===== config.mk =====
export PLATFORM = sky130hd
export DESIGN_NAME = shpwm_top
export DESIGN_NICKNAME = d
export VERILOG_FILES = /design/src/rtl/shpwm_pkg.sv /design/src/rtl/shpwm_counter.sv /design/src/rtl/shpwm_regs.sv /design/src/rtl/shpwm_outgen.sv /design/src/rtl/shpwm_top.sv
export SDC_FILE = /design/constraint.sdc
export NUM_CORES = 1
export LEC_CHECK = 0
export BUFFER_PORTS_ARGS = -buffer_cell sky130_fd_sc_hd__buf_4
export CAP_MARGIN = 20
export CORE_MARGIN = 3
export CORE_UTILIZATION = 29
export CTS_BUF_LIST = sky130_fd_sc_hd__clkbuf_8
export CTS_CLUSTER_SIZE = 16
export DETAILED_ROUTE_END_ITERATION = 10
export MAX_ROUTING_LAYER = met4
export PLACE_DENSITY_LB_ADDON = 0.12
export SLEW_MARGIN = 20
export SYNTH_ARGS = -nofsm -noshare
export SYNTH_HDL_FRONTEND = slang
export SYNTH_SLANG_ARGS = --single-unit

===== constraint.sdc =====
create_clock -name clk -period 1.9 [get_ports clk]
set_clock_uncertainty 0.1 [all_clocks]
set_input_delay 0 -clock clk [delete_from_list [all_inputs] [get_ports clk]]
set_output_delay 0 -clock clk [all_outputs]
set_load 0.05 [all_outputs]

===== src/rtl/shpwm_pkg.sv =====
package shpwm_pkg;
  localparam int BUS_W = 32;
  localparam int LANES = BUS_W / 8;

  localparam logic [7:0] OFF_LIVE_PRD = 8'h08;
  localparam logic [7:0] OFF_LIVE_CMP = 8'h0C;
  localparam logic [7:0] OFF_STG_PRD  = 8'h10;
  localparam logic [7:0] OFF_STG_CMP  = 8'h14;
  localparam logic [7:0] OFF_CTL_WORD = 8'h28;

  localparam int CTL_RUN  = 4;
  localparam int CTL_SYN0 = 6;
  localparam int CTL_SYN1 = 7;
  localparam int CTL_EN   = 9;
  localparam int CTL_POL  = 10;
  localparam logic [15:0] CTL_KEEP = 16'h06D0;

  function automatic logic [BUS_W-1:0] merge_lanes(
    input logic [BUS_W-1:0] old_v,
    input logic [BUS_W-1:0] new_v,
    input logic [LANES-1:0] be
  );
    logic [BUS_W-1:0] r;
    r = old_v;
    for (int i = 0; i < LANES; i++) begin
      if (be[i]) r[i*8 +: 8] = new_v[i*8 +: 8];
    end
    return r;
  endfunction

  function automatic logic active_level(
    input logic [31:0] cnt,
    input logic [31:0] cmp,
    input logic [31:0] prd
  );
    return (cnt < cmp) || (cmp >= prd && cmp != 32'd0);
  endfunction

  function automatic logic pin_level(
    input logic        en,
    input logic        pol,
    input logic [31:0] cnt,
    input logic [31:0] cmp,
    input logic [31:0] prd
  );
    logic a;
    a = active_level(cnt, cmp, prd);
    return en & (pol ? ~a : a);
  endfunction
endpackage


===== src/rtl/shpwm_counter.sv =====
module shpwm_counter #(
  parameter int CNT_W = 32
) (
  input  logic             clk,
  input  logic             rst_n,
  input  logic             run,
  input  logic [CNT_W-1:0] prd,
  output logic [CNT_W-1:0] cnt,
  output logic             wrap
);
  logic [CNT_W-1:0] cnt_q;

  assign wrap = run && (cnt_q == prd);
  assign cnt  = cnt_q;

  always_ff @(posedge clk) begin
    if (!rst_n) begin
      cnt_q <= '0;
    end else if (run) begin
      cnt_q <= wrap ? '0 : cnt_q + CNT_W'(1);
    end
  end
endmodule


===== src/rtl/shpwm_regs.sv =====
module shpwm_regs
  import shpwm_pkg::*;
#(
  parameter int CNT_W  = 32,
  parameter int ADDR_W = 6
) (
  input  logic              clk,
  input  logic              rst_n,
  input  logic [ADDR_W-1:0] bus_addr,
  input  logic              bus_wr,
  input  logic [LANES-1:0]  bus_be,
  input  logic [BUS_W-1:0]  bus_wdata,
  output logic [BUS_W-1:0]  bus_rdata,
  input  logic              wrap,
  output logic              run,
  output logic              out_en,
  output logic              pol,
  output logic              pend,
  output logic [CNT_W-1:0]  live_prd,
  output logic [CNT_W-1:0]  live_cmp,
  output logic [CNT_W-1:0]  stg_prd,
  output logic [CNT_W-1:0]  stg_cmp
);
  localparam int PADW = BUS_W - CNT_W;

  logic [15:0]      ctl_q;
  logic [CNT_W-1:0] lprd_q, lcmp_q, sprd_q, scmp_q;
  logic             pend_q;

  logic hit_lprd, hit_lcmp, hit_sprd, hit_scmp, hit_ctl;
  logic wr_live_ok, stg_wr;
  logic [BUS_W-1:0] ctl_word, ctl_merged;

  assign hit_lprd = bus_addr == ADDR_W'(OFF_LIVE_PRD);
  assign hit_lcmp = bus_addr == ADDR_W'(OFF_LIVE_CMP);
  assign hit_sprd = bus_addr == ADDR_W'(OFF_STG_PRD);
  assign hit_scmp = bus_addr == ADDR_W'(OFF_STG_CMP);
  assign hit_ctl  = bus_addr == ADDR_W'(OFF_CTL_WORD);

  assign wr_live_ok = bus_wr && !ctl_q[CTL_RUN];
  assign stg_wr     = bus_wr && (hit_sprd || hit_scmp);
  assign ctl_word   = {ctl_q, 16'h0000};
  assign ctl_merged = merge_lanes(ctl_word, bus_wdata, bus_be);

  function automatic logic [BUS_W-1:0] widen(input logic [CNT_W-1:0] v);
    return {{PADW{1'b0}}, v};
  endfunction

  always_ff @(posedge clk) begin
    if (!rst_n) begin
      ctl_q <= '0;
    end else if (bus_wr && hit_ctl) begin
      ctl_q <= ctl_merged[31:16] & CTL_KEEP;
    end
  end

  always_ff @(posedge clk) begin
    if (!rst_n) begin
      sprd_q <= '0;
      scmp_q <= '0;
    end else begin
      if (bus_wr && hit_sprd) sprd_q <= CNT_W'(merge_lanes(widen(sprd_q), bus_wdata, bus_be));
      if (bus_wr && hit_scmp) scmp_q <= CNT_W'(merge_lanes(widen(scmp_q), bus_wdata, bus_be));
    end
  end

  always_ff @(posedge clk) begin
    if (!rst_n) begin
      pend_q <= 1'b0;
    end else if (stg_wr) begin
      pend_q <= 1'b1;
    end else if (wrap) begin
      pend_q <= 1'b0;
    end
  end

  always_ff @(posedge clk) begin
    if (!rst_n) begin
      lprd_q <= '0;
      lcmp_q <= '0;
    end else if (wrap && pend_q) begin
      lprd_q <= sprd_q;
      lcmp_q <= scmp_q;
    end else begin
      if (wr_live_ok && hit_lprd) lprd_q <= CNT_W'(merge_lanes(widen(lprd_q), bus_wdata, bus_be));
      if (wr_live_ok && hit_lcmp) lcmp_q <= CNT_W'(merge_lanes(widen(lcmp_q), bus_wdata, bus_be));
    end
  end

  always_comb begin
    bus_rdata = '0;
    if (hit_lprd) bus_rdata = widen(lprd_q);
    if (hit_lcmp) bus_rdata = widen(lcmp_q);
    if (hit_sprd) bus_rdata = widen(sprd_q);
    if (hit_scmp) bus_rdata = widen(scmp_q);
    if (hit_ctl)  bus_rdata = ctl_word;
  end

  assign run      = ctl_q[CTL_RUN];
  assign out_en   = ctl_q[CTL_EN];
  assign pol      = ctl_q[CTL_POL];
  assign pend     = pend_q;
  assign live_prd = lprd_q;
  assign live_cmp = lcmp_q;
  assign stg_prd  = sprd_q;
  assign stg_cmp  = scmp_q;
endmodule


===== src/rtl/shpwm_outgen.sv =====
module shpwm_outgen
  import shpwm_pkg::*;
#(
  parameter int CNT_W = 32
) (
  input  logic             out_en,
  input  logic             pol,
  input  logic [CNT_W-1:0] cnt,
  input  logic [CNT_W-1:0] cmp,
  input  logic [CNT_W-1:0] prd,
  output logic             pin
);
  assign pin = pin_level(out_en, pol, 32'(cnt), 32'(cmp), 32'(prd));
endmodule


===== src/rtl/shpwm_top.sv =====
module shpwm_top
  import shpwm_pkg::*;
#(
  parameter int CNT_W  = 32,
  parameter int ADDR_W = 6
) (
  input  logic              clk,
  input  logic              rst_n,
  input  logic [ADDR_W-1:0] bus_addr,
  input  logic              bus_wr,
  input  logic [3:0]        bus_be,
  input  logic [31:0]       bus_wdata,
  output logic [31:0]       bus_rdata,
  output logic              pwm_o,
  output logic [CNT_W-1:0]  count_o
);
  logic             run_w, en_w, pol_w, pend_w, wrap_w;
  logic [CNT_W-1:0] cnt_w, prd_w, cmp_w, sprd_w, scmp_w;

  shpwm_regs #(.CNT_W(CNT_W), .ADDR_W(ADDR_W)) regs_i (
    .clk(clk), .rst_n(rst_n),
    .bus_addr(bus_addr), .bus_wr(bus_wr), .bus_be(bus_be),
    .bus_wdata(bus_wdata), .bus_rdata(bus_rdata),
    .wrap(wrap_w), .run(run_w), .out_en(en_w), .pol(pol_w), .pend(pend_w),
    .live_prd(prd_w), .live_cmp(cmp_w), .stg_prd(sprd_w), .stg_cmp(scmp_w)
  );

  shpwm_counter #(.CNT_W(CNT_W)) cnt_i (
    .clk(clk), .rst_n(rst_n), .run(run_w), .prd(prd_w),
    .cnt(cnt_w), .wrap(wrap_w)
  );

  shpwm_outgen #(.CNT_W(CNT_W)) out_i (
    .out_en(en_w), .pol(pol_w), .cnt(cnt_w), .cmp(cmp_w), .prd(prd_w),
    .pin(pwm_o)
  );

  assign count_o = cnt_w;
endmodule


==> out/results.ini <==
[floorplanning]
core_area_sq_um = 33600
die_area_sq_um = 36400
row_count = 67
die-width_um = 191
num_io_pins = 110
floorplan.initialDensity_pct = 29.5
die-height_um = 191

[setup_path]
critical_path_class = register to output pin
critPathMaxFanout = 2
end_kind = output pin
crit_path_start_kind = register
cp.arrival_ns = 2.94
cp.required_ns = 1.80

[timing]
timing.final.crit_share_pct = 160
maxSlewHeadroom_pct = 63.2
max_clock_freq_mhz = 329
worst_pin_slew_ns = 0.552
timing.final.ws_setup_ns = -1.14
layout_min_cycle_time_ns = 3.04
grt_setup_unrepaired = yes
report.final.hold_viol_count = 0
timing.final.setup_violations = 100
count_of_final_max_slew_check_failures = 0

[grt]
antenna_found_initial = 0
globalRouteOverflowTotal = 0
use_met2_pct = 32.8
grt_start_max_net_pins = 43
met1_usage_pct = 33.4
grt_usage_pct = 22.9
grt-busiest-layer = met1
grt_pass1_wl_mm = 62.2
gr-usage-met3_pct = 4.38
grt_pass1_vias = 10146

[final_layout]
drive_above_1_share_pct = 32.0
fin_util_pct = 43.8
multi_input_area_sq_um = 6410
num-fill-cells = 3374
register_area_sq_um = 3430
fin_cells = 2040
diodes = 0
post_layout_nets = 1688
area_growth_pct = 48.8

[power_and_ir_drop]
power.density_nw_per_um2 = 460
static-leakage-power_nw = 7.05
vdd_ir_drop_max_uv = 396

[cts]
clk_latency_ns = 0.50
worst_setup_hold_path_clk_slew_ns = 0.10
tritoncts = built
root_buffer = sky130_fd_sc_hd__clkbuf_8
number_of_clock_sinks_seen_by_cts = 166
clock_tree_buf_depth = 2
htree_levels = 4
cts_buffers = 17

[logic_synthesis]
edff_count_synth = 0
yosys.cell_types.count = 55
ys_async_sr_fraction_pct = 0
yosys.area.top_type = sky130_fd_sc_hd__dfxtp_1
post_synth_inst_count = 1239
post_synth_main_area_contributors = sky130_fd_sc_hd__dfxtp_1 34%, sky130_fd_sc_hd__nand2_1 9.8%, sky130_fd_sc_hd__ha_1 8.1%
synth.ff_latch_count = 166
synth.yosys.warnings = 0
synth_area_sq_um = 9910
synth_top_area_share_pct = 33.5
synth_area_per_cell_sq_um = 8.00
ys.flop_type = sky130_fd_sc_hd__dfxtp_1
postSynthNetCount = 1348
seq_area_frac_synth_pct = 33.5

[placement]
portBuffers = 109
dp_hpwl_mm = 29.8
post-place-cells = 1941
dp_slack_ns = -0.929
global_placer_s_final_weighted_congestion = 0.856

[route]
via_count = 10375
avgRoutedWirePerCell_um = 19.8
drt-pass1-iter-count = 9
wl_mm = 40.3
vias_per_cell = 5.09
antenna_left = 0
drcViolationCount = 0
drt_first_iter_violations = 1079

[worst_hold_path]
min_path_type = primary input to register

[outcome]
violations = negative setup slack
outcome = complete, but fails checks

[job]
max_cap_violations = 0

where the power goes:
part	leakage, nW	internal [mW]	switching (mW)
clock network	0.214	1.30	1.52
logic	5.47	0.233	0.255
registers	1.37	3.46	0.00579
total	7.05	4.99	1.79
metrics by stage:
| step | cell area (sq um) | hold slack [ns] | TNS (ns) | power, mW |
|---|---|---|---|---|
| finish | 14700 | 0.0611 | -54.66 | 6.77 |
| global route | 14700 | 0.0619 | -63.60 | 6.99 |
| CTS | 14400 | 0.0307 | -43.95 | 6.82 |
| detailed placement | 12900 | 0.194 | -40.66 | 3.92 |
| global placement | 12900 | 0.187 | -39.40 | 3.92 |
| floorplan | 10100 | 0.0449 | -12.09 | 3.71 |
path summary, 6_finish.rpt:
path                            from                   to  slack (ns)  cells after the start
hold reg to reg      regs_i.ctl_q[6]      regs_i.ctl_q[6]        0.39                      2
setup / recovery  regs_i.live_cmp[9]                pwm_o       -1.14                     10
setup reg to reg       cnt_i.cnt[29]  regs_i.live_cmp[19]       -0.71                     13
hold / removal           bus_addr[4]          regs_i.pend        0.06                      5
cells in the mapped netlist, types with 4 or more instances:
library cell,count
sky130_fd_sc_hd__inv_1,68
sky130_fd_sc_hd__nor3_1,8
sky130_fd_sc_hd__a21oi_1,13
sky130_fd_sc_hd__buf_2,21
sky130_fd_sc_hd__xor2_1,28
sky130_fd_sc_hd__clkbuf_1,41
sky130_fd_sc_hd__nand3_1,152
sky130_fd_sc_hd__nor2b_1,18
sky130_fd_sc_hd__mux2i_1,19
sky130_fd_sc_hd__o211ai_1,4
sky130_fd_sc_hd__o21ai_0,21
sky130_fd_sc_hd__xnor2_1,31
sky130_fd_sc_hd__a21o_1,15
sky130_fd_sc_hd__o211a_1,64
sky130_fd_sc_hd__nand2b_1,4
sky130_fd_sc_hd__ha_1,64
sky130_fd_sc_hd__a222oi_1,28
sky130_fd_sc_hd__nand2_1,258
sky130_fd_sc_hd__nor2_1,56
sky130_fd_sc_hd__nor4_1,13
sky130_fd_sc_hd__and3_1,11
sky130_fd_sc_hd__a2111oi_0,4
sky130_fd_sc_hd__a21boi_0,55
sky130_fd_sc_hd__buf_6,8
sky130_fd_sc_hd__nand4_1,23
sky130_fd_sc_hd__dfxtp_1,166
metal layers:
| layer | vias up | part of all wire, % |
|---|---|---|
| met3 | 25 | 5.0 |
| met1 | 4952 | 51 |
| met5 | - | 0 |
| met2 | 311 | 43 |
| met4 | 0 | 1.0 |
| li1 | 5087 | - |
cell usage in the layout (no fill, tap or decap), types with 28 or more instances in the layout:
master | netlist | final
sky130_fd_sc_hd__dfxtp_2 | 0 | 35
sky130_fd_sc_hd__dfxtp_1 | 166 | 113
sky130_fd_sc_hd__nand3_1 | 152 | 137
sky130_fd_sc_hd__nor2_1 | 56 | 32
sky130_fd_sc_hd__nand2_1 | 258 | 256
sky130_fd_sc_hd__o211a_1 | 64 | 63
sky130_fd_sc_hd__a21boi_0 | 55 | 53
sky130_fd_sc_hd__a222oi_1 | 28 | 28
sky130_fd_sc_hd__inv_1 | 68 | 69
sky130_fd_sc_hd__ha_1 | 64 | 62
sky130_fd_sc_hd__buf_6 | 8 | 48
sky130_fd_sc_hd__dlygate4sd3_1 | 0 | 41
sky130_fd_sc_hd__buf_4 | 1 | 272
cell families (layout without fill, tap and decap cells):
group | count (synthesis) | in the layout | synth area share (%)
adders and majority gates | 64 | 64 | 8.08
xor gates and xnor gates | 59 | 59 | 5.22
AOI/OAI and AO/OA | 224 | 224 | 18.6
buffers and inverters | 139 | 492 | 6.18
muxes | 19 | 19 | 1.92
and+or+nand+nor | 568 | 568 | 26.5
DFF | 166 | 166 | 33.5
flip-flops by register name, summed over array words and instances (netlist names):
signal           flops
regs_i.live_cmp     32
regs_i.live_prd     32
cnt_i.cnt           32
regs_i.ctl_q         5
regs_i.stg_prd      32
regs_i.stg_cmp      32
regs_i.pend          1
repair_timing:
item	4_1_cts	5_1_grt
setup endpoints to repair	103	114
pin swaps	14	36
gates cloned	11	2
resized for setup	87	83
setup buffers	10	10
hold endpoints to repair	134	0
hold buffers	41	0
critical path, stage by stage, from the launching register on:
cell and delay [ns]:
sky130_fd_sc_hd__dfxtp_2 0.34, sky130_fd_sc_hd__inv_1 0.07, sky130_fd_sc_hd__ha_4 0.24, sky130_fd_sc_hd__a21o_1 0.15
sky130_fd_sc_hd__a211o_1 0.30, sky130_fd_sc_hd__a2111oi_4 0.21, sky130_fd_sc_hd__buf_4 0.17, sky130_fd_sc_hd__a2111oi_2 0.05
sky130_fd_sc_hd__or3_1 0.38, sky130_fd_sc_hd__o311ai_4 0.32, sky130_fd_sc_hd__buf_6 0.21
layout make-up:
cell class / count / share of cell area, %
sequential: 166 / 23.3
multi-input combinational: 934 / 43.5
clock buffer: 20 / 1.87
clock inverter: 12 / 0.951
inverter: 68 / 1.73
timing repair buffer: 392 / 24.8
tap: 448 / 3.80
Note: power is estimated with default switching activity, not from simulation.
